===== src/rtl/rs_pkg.sv =====
`timescale 1ns/1ps
package rs_pkg;
  typedef enum logic [2:0] {
    OP_ADD = 3'd0,
    OP_SUB = 3'd1,
    OP_MUL = 3'd2,
    OP_DIV = 3'd3,
    OP_ADR = 3'd4
  } rs_op_e;

  typedef enum logic [1:0] {
    ST_FREE,
    ST_WAIT,
    ST_EXEC,
    ST_DONE
  } rs_state_e;
endpackage


===== src/rtl/rs_age_pick.sv =====
`timescale 1ns/1ps
// older_i[j][i] set: entry j was issued before entry i
module rs_age_pick #(
  parameter int N = 3
) (
  input  logic [N-1:0]        req_i,
  input  logic [N-1:0][N-1:0] older_i,
  output logic [N-1:0]        gnt_o
);
  always_comb begin
    for (int i = 0; i < N; i++) begin
      gnt_o[i] = req_i[i];
      for (int j = 0; j < N; j++) begin
        if (j != i && req_i[j] && older_i[j][i]) gnt_o[i] = 1'b0;
      end
    end
  end
endmodule


===== src/rtl/rs_alu_model.sv =====
`timescale 1ns/1ps
module rs_alu_model import rs_pkg::*; #(
  parameter int DATA_W = 16
) (
  input  rs_op_e            op_i,
  input  logic [DATA_W-1:0] vj_i,
  input  logic [DATA_W-1:0] vk_i,
  input  logic [DATA_W-1:0] a_i,
  output logic [DATA_W-1:0] res_o
);
  always_comb begin
    unique case (op_i)
      OP_SUB:  res_o = vj_i - vk_i;
      OP_MUL:  res_o = vj_i * vk_i;
      OP_DIV:  res_o = (vk_i == '0) ? '1 : vj_i / vk_i;
      OP_ADR:  res_o = vj_i + a_i;
      default: res_o = vj_i + vk_i;
    endcase
  end
endmodule


===== src/rtl/rs_entry.sv =====
`timescale 1ns/1ps
module rs_entry import rs_pkg::*; #(
  parameter int          DATA_W  = 16,
  parameter int          TAG_W   = 4,
  parameter int          CNT_W   = 6,
  parameter int          ADD_LAT = 2,
  parameter int          MUL_LAT = 10,
  parameter int          DIV_LAT = 40,
  parameter int          ADR_LAT = 1
) (
  input  logic              clk_i,
  input  logic              rst_ni,
  input  logic              wr_i,
  input  rs_op_e            op_i,
  input  logic [DATA_W-1:0] vj_i,
  input  logic [DATA_W-1:0] vk_i,
  input  logic [TAG_W-1:0]  qj_i,
  input  logic [TAG_W-1:0]  qk_i,
  input  logic [DATA_W-1:0] a_i,
  input  logic              bus_valid_i,
  input  logic [TAG_W-1:0]  bus_tag_i,
  input  logic [DATA_W-1:0] bus_data_i,
  input  logic              disp_i,
  input  logic              bcast_i,
  output logic              busy_o,
  output logic              ready_o,
  output logic              done_o,
  output rs_op_e            op_o,
  output logic [DATA_W-1:0] vj_o,
  output logic [DATA_W-1:0] vk_o,
  output logic [DATA_W-1:0] a_o
);
  rs_state_e         st_q;
  logic [CNT_W-1:0]  cnt_q, lat;
  rs_op_e            op_q;
  logic [DATA_W-1:0] vj_q, vk_q, a_q;
  logic [TAG_W-1:0]  qj_q, qk_q;
  logic              hit_j, hit_k, new_hit_j, new_hit_k;

  assign hit_j     = bus_valid_i && qj_q != '0 && qj_q == bus_tag_i;
  assign hit_k     = bus_valid_i && qk_q != '0 && qk_q == bus_tag_i;
  assign new_hit_j = bus_valid_i && qj_i != '0 && qj_i == bus_tag_i;
  assign new_hit_k = bus_valid_i && qk_i != '0 && qk_i == bus_tag_i;

  always_comb begin
    unique case (op_q)
      OP_MUL:  lat = CNT_W'(MUL_LAT);
      OP_DIV:  lat = CNT_W'(DIV_LAT);
      OP_ADR:  lat = CNT_W'(ADR_LAT);
      default: lat = CNT_W'(ADD_LAT);
    endcase
  end

  always_ff @(posedge clk_i or negedge rst_ni) begin
    if (!rst_ni) begin
      st_q  <= ST_FREE;
      cnt_q <= '0;
      op_q  <= OP_ADD;
      vj_q  <= '0;
      vk_q  <= '0;
      a_q   <= '0;
      qj_q  <= '0;
      qk_q  <= '0;
    end else begin
      unique case (st_q)
        ST_FREE: if (wr_i) begin
          st_q <= ST_WAIT;
          op_q <= op_i;
          a_q  <= a_i;
          vj_q <= new_hit_j ? bus_data_i : vj_i;
          qj_q <= new_hit_j ? '0 : qj_i;
          vk_q <= new_hit_k ? bus_data_i : vk_i;
          qk_q <= new_hit_k ? '0 : qk_i;
        end
        ST_WAIT: begin
          if (hit_j) begin vj_q <= bus_data_i; qj_q <= '0; end
          if (hit_k) begin vk_q <= bus_data_i; qk_q <= '0; end
          if (disp_i) begin
            st_q  <= (lat <= CNT_W'(1)) ? ST_DONE : ST_EXEC;
            cnt_q <= lat - CNT_W'(1);
          end
        end
        ST_EXEC: begin
          if (cnt_q <= CNT_W'(1)) st_q <= ST_DONE;
          cnt_q <= cnt_q - CNT_W'(1);
        end
        ST_DONE: if (bcast_i) st_q <= ST_FREE;
        default: st_q <= ST_FREE;
      endcase
    end
  end

  assign busy_o  = st_q != ST_FREE;
  assign ready_o = st_q == ST_WAIT && qj_q == '0 && qk_q == '0;
  assign done_o  = st_q == ST_DONE;
  assign op_o    = op_q;
  assign vj_o    = vj_q;
  assign vk_o    = vk_q;
  assign a_o     = a_q;

  AST_DISP_ONLY_READY: assert property (@(posedge clk_i) disable iff (!rst_ni)
    disp_i |-> ready_o);
  AST_BCAST_ONLY_DONE: assert property (@(posedge clk_i) disable iff (!rst_ni)
    bcast_i |-> done_o);
  AST_WAKE_CAPTURE: assert property (@(posedge clk_i) disable iff (!rst_ni)
    (st_q == ST_WAIT && hit_j) |=> (qj_q == '0 && vj_q == $past(bus_data_i)));
  AST_ISSUE_CAPTURE: assert property (@(posedge clk_i) disable iff (!rst_ni)
    (st_q == ST_FREE && wr_i && new_hit_k) |=> (qk_q == '0 && vk_q == $past(bus_data_i)));
  AST_FREE_AFTER_BCAST: assert property (@(posedge clk_i) disable iff (!rst_ni)
    bcast_i |=> !busy_o);
  AST_TAG0_NO_EFFECT: assert property (@(posedge clk_i) disable iff (!rst_ni)
    (st_q == ST_WAIT && bus_valid_i && bus_tag_i == '0) |=> $stable(vj_q) && $stable(vk_q));
endmodule


===== src/rtl/rs_array.sv =====
`timescale 1ns/1ps
module rs_array import rs_pkg::*; #(
  parameter int N_ENT    = 3,
  parameter int DATA_W   = 16,
  parameter int TAG_W    = 4,
  parameter int BASE_TAG = 1,
  parameter int ADD_LAT  = 2,
  parameter int MUL_LAT  = 10,
  parameter int DIV_LAT  = 40,
  parameter int ADR_LAT  = 1
) (
  input  logic              clk_i,
  input  logic              rst_ni,
  input  logic              issue_valid_i,
  input  logic [2:0]        issue_op_i,
  input  logic [DATA_W-1:0] issue_vj_i,
  input  logic [DATA_W-1:0] issue_vk_i,
  input  logic [TAG_W-1:0]  issue_qj_i,
  input  logic [TAG_W-1:0]  issue_qk_i,
  input  logic [DATA_W-1:0] issue_addr_i,
  output logic              issue_ready_o,
  output logic [TAG_W-1:0]  issue_tag_o,
  input  logic              bus_valid_i,
  input  logic [TAG_W-1:0]  bus_tag_i,
  input  logic [DATA_W-1:0] bus_data_i,
  output logic              res_valid_o,
  output logic [TAG_W-1:0]  res_tag_o,
  output logic [DATA_W-1:0] res_data_o
);
  localparam int IDX_W   = (N_ENT > 1) ? $clog2(N_ENT) : 1;
  localparam int LAT_AM  = (ADD_LAT > MUL_LAT) ? ADD_LAT : MUL_LAT;
  localparam int LAT_DA  = (DIV_LAT > ADR_LAT) ? DIV_LAT : ADR_LAT;
  localparam int MAX_LAT = (LAT_AM > LAT_DA) ? LAT_AM : LAT_DA;
  localparam int CNT_W   = $clog2(MAX_LAT + 1);

  logic [N_ENT-1:0]            busy, ready, done, wr, disp_gnt, bc_gnt;
  logic [N_ENT-1:0][N_ENT-1:0] older_q;
  rs_op_e                      op_a [N_ENT];
  logic [DATA_W-1:0]           vj_a [N_ENT], vk_a [N_ENT], a_a [N_ENT];
  logic [IDX_W-1:0]            alloc_idx, bc_idx;
  logic                        do_issue;

  always_comb begin
    alloc_idx = '0;
    for (int i = N_ENT - 1; i >= 0; i--) if (!busy[i]) alloc_idx = IDX_W'(i);
  end

  assign issue_ready_o = ~&busy;
  assign issue_tag_o   = TAG_W'(BASE_TAG) + TAG_W'(alloc_idx);
  assign do_issue      = issue_valid_i && issue_ready_o;

  // age matrix: the new entry is younger than every occupied one
  always_ff @(posedge clk_i or negedge rst_ni) begin
    if (!rst_ni) begin
      older_q <= '0;
    end else if (do_issue) begin
      for (int j = 0; j < N_ENT; j++) begin
        older_q[j][alloc_idx] <= busy[j];
        older_q[alloc_idx][j] <= 1'b0;
      end
    end
  end

  for (genvar g = 0; g < N_ENT; g++) begin : g_ent
    assign wr[g] = do_issue && alloc_idx == IDX_W'(g);
    rs_entry #(
      .DATA_W(DATA_W), .TAG_W(TAG_W), .CNT_W(CNT_W),
      .ADD_LAT(ADD_LAT), .MUL_LAT(MUL_LAT), .DIV_LAT(DIV_LAT), .ADR_LAT(ADR_LAT)
    ) u_ent (
      .clk_i, .rst_ni,
      .wr_i(wr[g]), .op_i(rs_op_e'(issue_op_i)),
      .vj_i(issue_vj_i), .vk_i(issue_vk_i),
      .qj_i(issue_qj_i), .qk_i(issue_qk_i), .a_i(issue_addr_i),
      .bus_valid_i, .bus_tag_i, .bus_data_i,
      .disp_i(disp_gnt[g]), .bcast_i(bc_gnt[g]),
      .busy_o(busy[g]), .ready_o(ready[g]), .done_o(done[g]),
      .op_o(op_a[g]), .vj_o(vj_a[g]), .vk_o(vk_a[g]), .a_o(a_a[g])
    );
  end

  rs_age_pick #(.N(N_ENT)) u_disp_pick (.req_i(ready), .older_i(older_q), .gnt_o(disp_gnt));
  rs_age_pick #(.N(N_ENT)) u_bc_pick   (.req_i(done),  .older_i(older_q), .gnt_o(bc_gnt));

  always_comb begin
    bc_idx = '0;
    for (int i = 0; i < N_ENT; i++) if (bc_gnt[i]) bc_idx = IDX_W'(i);
  end

  rs_alu_model #(.DATA_W(DATA_W)) u_alu (
    .op_i(op_a[bc_idx]), .vj_i(vj_a[bc_idx]), .vk_i(vk_a[bc_idx]), .a_i(a_a[bc_idx]),
    .res_o(res_data_o)
  );

  assign res_valid_o = |done;
  assign res_tag_o   = TAG_W'(BASE_TAG) + TAG_W'(bc_idx);

  AST_ONE_DISPATCH: assert property (@(posedge clk_i) disable iff (!rst_ni)
    $onehot0(disp_gnt) && (|ready -> |disp_gnt));
  AST_ONE_BCAST: assert property (@(posedge clk_i) disable iff (!rst_ni)
    $onehot0(bc_gnt) && (res_valid_o -> |bc_gnt));
  AST_FULL_IGNORE: assert property (@(posedge clk_i) disable iff (!rst_ni)
    (issue_valid_i && !issue_ready_o) |=> $countones(busy) <= $past($countones(busy)));
  AST_ISSUE_FILLS: assert property (@(posedge clk_i) disable iff (!rst_ni)
    (do_issue && !res_valid_o) |=> $countones(busy) == $past($countones(busy)) + 1);
endmodule


===== config.mk =====
export PLATFORM = sky130hd
export DESIGN_NAME = rs_array
export DESIGN_NICKNAME = d
export VERILOG_FILES = /design/src/rtl/rs_pkg.sv /design/src/rtl/rs_age_pick.sv /design/src/rtl/rs_alu_model.sv /design/src/rtl/rs_entry.sv /design/src/rtl/rs_array.sv
export SDC_FILE = /design/constraint.sdc
export NUM_CORES = 1
export LEC_CHECK = 0
export BUFFER_PORTS_ARGS = -buffer_cell sky130_fd_sc_hd__buf_2
export CAP_MARGIN = 0
export CORE_ASPECT_RATIO = 0.7
export CORE_MARGIN = 4
export CORE_UTILIZATION = 64
export CTS_BUF_LIST = sky130_fd_sc_hd__clkbuf_4
export DETAILED_ROUTE_END_ITERATION = 12
export GPL_TIMING_DRIVEN = 1
export HOLD_SLACK_MARGIN = 0.06
export PLACE_DENSITY = 0.8
export SYNTH_ARGS = -nofsm -noshare
export SYNTH_HDL_FRONTEND = slang
export SYNTH_SLANG_ARGS = --single-unit
export TNS_END_PERCENT = 100

===== constraint.sdc =====
create_clock -name clk_i -period 36.4 [get_ports clk_i]
set_input_delay 1.82 -clock clk_i [delete_from_list [all_inputs] [get_ports clk_i]]
set_output_delay 1.82 -clock clk_i [all_outputs]
set_load 0.005 [all_outputs]

==> impl_metrics.toml <==
[outcome]
run_status = "finished clean"

[clock_tree]
cts.htree.levels = 2
cts.path.max_buffers = 3
cts_sinks = 207
path_clk_slew_ns = 0.08
clk_lat_worst_skew_ns = 0.67
clock_tree.root_cell = "sky130_fd_sc_hd__clkbuf_4"
cts_tree = "built"
cts_made_buffers = 47
ctsHoldBuffers = 0

[worst_setup_path]
crit_slowest_cell = "sky130_fd_sc_hd__o22a_2"
worstSetupEndpointType = "output pin"
timing.setup.critical_path_class = "flip-flop to output pin"
critical-path-top-delay-family = "compound AO/OA/AOI/OAI gates"
setup.worst_path.start_class = "flip-flop"
reg2regPathDepth = 7
required_ns = 34.58
worst_path_fanout_max = 24
crit-reg2reg-launch = "g_ent[0].u_ent.st_q[0]$_DFFE_PN0P_"
ff2ff_setup_slack_ns = 32.40
crit_buf_inv = 7
worstReg2RegEnd = "g_ent[2].u_ent.vj_o[5]$_DFFE_PN0P_"
timing.critical_path.mode_cell = "sky130_fd_sc_hd__ha_1"
slowest_delay_ns = 0.47
cp_data_arrival_time_ns = 32.77

[timing]
fin_worst_skew_ns = 0.0396
setup_viol = 0
max_slew.worst_pin.slew_ns = 1.23
post-route-min-period_ns = 34.59
hold_ws_ns = 0.479
min_period_over_period_pct = 95.0
timing.final.hold_violations = 0
finalMaxSlewViolations = 0
maxSlewHeadroom_pct = 17.6
max_clock_freq_ghz = 0.0289

[detailed_routing]
route.detailed.wl_per_inst_um = 23.7
drt-vias-per-instance = 6.77
drc = 0
drc_violation_total_after_the_first_tritonroute_iteration = 4028
detailedRoute.firstPassIterationCount = 6
vias = 23900
wl_mm = 83.5
antenna_violating_nets_post_route = 0

[die]
boundaryPins = 109
initial_core_util_pct = 65.0
fp.dieArea_um2 = 39600
chip_height_um = 168
coreArea_um2 = 35900
fp.dieW_um = 236
row_count = 58

[synthesis]
yosysUniqueCellTypes = 82
post_synth.cell_area_avg_um2 = 8.00
async_flop_share_pct = 100
synth_area_leader_cell = "sky130_fd_sc_hd__dfrtp_1"
mapped_area_um2 = 23300
yosysWarnings = 0
synthCells = 2917
yosysSeqAreaShare_pct = 22.2
ys_top_cells_by_area = "sky130_fd_sc_hd__dfrtp_1, sky130_fd_sc_hd__ha_1, sky130_fd_sc_hd__fa_1"
ys_dominant_reg_cell = "sky130_fd_sc_hd__dfrtp_1"
ys_ff_latch = 207
proportion_of_netlist_area_held_by_the_largest_area_contributor_pct = 22.2
synth_enable_flop_cells = 0

[finish]
design.final.nets = 3401
layout_cell_share_with_drive_strength_beyond_1_pct = 13.1
filler_cell_count = 2814
layout-area-overhead-vs-synth_pct = 8.47
fin_cells = 3526

[worst_hold_path]
worst_hold_path.num_cells = 2
worstHoldPathType = "flip-flop to flip-flop"
worstHoldStart = "g_ent[2].u_ent.a_o[9]$_DFFE_PN0P_"
worstHoldEndpoint = "g_ent[2].u_ent.a_o[9]$_DFFE_PN0P_"

[global_route]
grt_max_degree = 77
first_global_vias = 22600
grt_first_pass_wirelength_mm = 127
grt_antenna_before_repair = 6
globalRoute.totalOverflow = 0
globalRouteTotalUtil_pct = 40.1

[placement]
routabilityCongestion = 1.04
placement.io_buffers = 104
placed_cells_incl_taps = 3424
hpwl_mm = 60.9

[flow_run]
max-cap-violations = 0
worst register-to-register path: stages (launching register included):
cell	delay [ns]
sky130_fd_sc_hd__dfrtp_1	0.42
sky130_fd_sc_hd__inv_1	0.13
sky130_fd_sc_hd__ha_1	0.39
sky130_fd_sc_hd__nand3b_1	0.20
sky130_fd_sc_hd__nand2b_1	0.91
sky130_fd_sc_hd__o21ai_0	0.50
sky130_fd_sc_hd__nand2_1	1.01
sky130_fd_sc_hd__o21ai_0	0.25
routing by layer:
metal / track usage [%] / vias up / wire length, um
li1: - / 10600 / -
met1: 59.2 / 11300 / 33800
met2: 55.4 / 1809 / 33100
met3: 14.6 / 241 / 14100
met4: 11.1 / 6 / 2410
met5: 0 / - / 39
synth_stat cells (23+ instances only):
library cell	count
sky130_fd_sc_hd__a21boi_0	23
sky130_fd_sc_hd__mux2_2	62
sky130_fd_sc_hd__inv_1	193
sky130_fd_sc_hd__clkbuf_1	106
sky130_fd_sc_hd__o21a_1	44
sky130_fd_sc_hd__xor2_1	46
sky130_fd_sc_hd__nand2_1	384
sky130_fd_sc_hd__a21oi_1	154
sky130_fd_sc_hd__nor2_1	245
sky130_fd_sc_hd__fa_1	81
sky130_fd_sc_hd__o22ai_1	26
sky130_fd_sc_hd__a31oi_1	27
sky130_fd_sc_hd__nor3_1	94
sky130_fd_sc_hd__a21o_1	28
sky130_fd_sc_hd__ha_1	228
sky130_fd_sc_hd__o21ai_0	224
sky130_fd_sc_hd__nand3_1	78
sky130_fd_sc_hd__o211ai_1	34
sky130_fd_sc_hd__nand4_1	24
sky130_fd_sc_hd__mux2i_1	88
sky130_fd_sc_hd__xnor2_1	98
sky130_fd_sc_hd__dfrtp_1	207
sky130_fd_sc_hd__or3_1	30
sky130_fd_sc_hd__nor2b_1	24
worst max path at each step:
stage / startpoint / end / slack (ns) / depth (start not counted)
final: g_ent[0].u_ent.st_q[0]$_DFFE_PN0P_ / res_data_o[0] / 1.81 / 140
after global routing: g_ent[0].u_ent.st_q[0]$_DFFE_PN0P_ / res_data_o[0] / -0.08 / 139
after CTS: g_ent[2].u_ent.st_q[1]$_DFFE_PN0P_ / res_data_o[0] / 0.15 / 137
after detailed placement: g_ent[2].u_ent.st_q[1]$_DFFE_PN0P_ / res_data_o[0] / 0.19 / 136
after global placement: g_ent[2].u_ent.st_q[0]$_DFFE_PN0P_ / res_data_o[0] / 1.33 / 133
after floorplan: g_ent[2].u_ent.st_q[0]$_DFFE_PN0P_ / res_data_o[0] / 3.61 / 145
state kept, by name (all words and copies together) (netlist names):
register           flops
g_ent.u_ent.qj_q      12
g_ent.u_ent.vj_o      48
g_ent.u_ent.op_o       9
g_ent.u_ent.st_q       6
g_ent.u_ent.a_o       48
g_ent.u_ent.vk_o      48
older_q                6
g_ent.u_ent.qk_q      12
g_ent.u_ent.cnt_q     18
timing repair:
item | 4_1_cts | 5_1_grt
cloned | 0 | 4
endpoints found under the setup margin | 1 | 2
pin swaps | 0 | 7
setup buffers | 0 | 12
resized for setup | 4 | 48
cell usage in the layout (no fill, tap or decap), drive strengths merged, types with 46 or more instances in the layout:
cell type / count
xor2: 46
dfrtp: 207
fa: 81
inv: 200
nand3: 78
buf: 175
a21oi: 155
mux2i: 88
mux2: 62
ha: 228
xnor2: 98
nor2: 245
clkbuf: 74
o21ai: 229
nand2: 385
nor3: 94
cell type report:
type                       instances  area, um^2  share of cell area, %
multi-input combinational       2370       17100                   67.4
sequential                       207        5180                   20.5
timing repair buffer             176        1090                   4.31
inverter                         206         781                   3.08
tap                              480         601                   2.37
clock buffer                      73         548                   2.16
clock inverter                    10        38.8                  0.153
antenna                            3        7.51                 0.0297
timing repair inverter             1        5.00                 0.0198
kinds of logic after synthesis:
logic type	after synthesis	share of synthesized area, %
AND/OR/NAND/NOR	981	18.9
other	1	0.0161
adder cells (fa/ha/maj)	309	19.2
multiplexers	150	6.77
XOR/XNOR	144	5.40
AO/OA/AOI/OAI	779	21.7
flip-flops	207	22.2
buffers and inverters	346	5.85
stage by stage:
step,setup TNS [ns],instance area [um^2],utilization (%),setup WS [ns]
3_3_place_gp,0,24400,67.9,1.33
4_1_cts,0,25000,69.6,0.155
5_1_grt,-0.0774,25300,70.5,-0.0774
2_1_floorplan,0,23300,-,3.61
3_5_place_dp,0,24400,67.9,0.189
6_report,0,25300,70.5,1.81
Power is not shown: default switching activity piles up to over one toggle a cycle in this logic, so the estimate is an artifact.
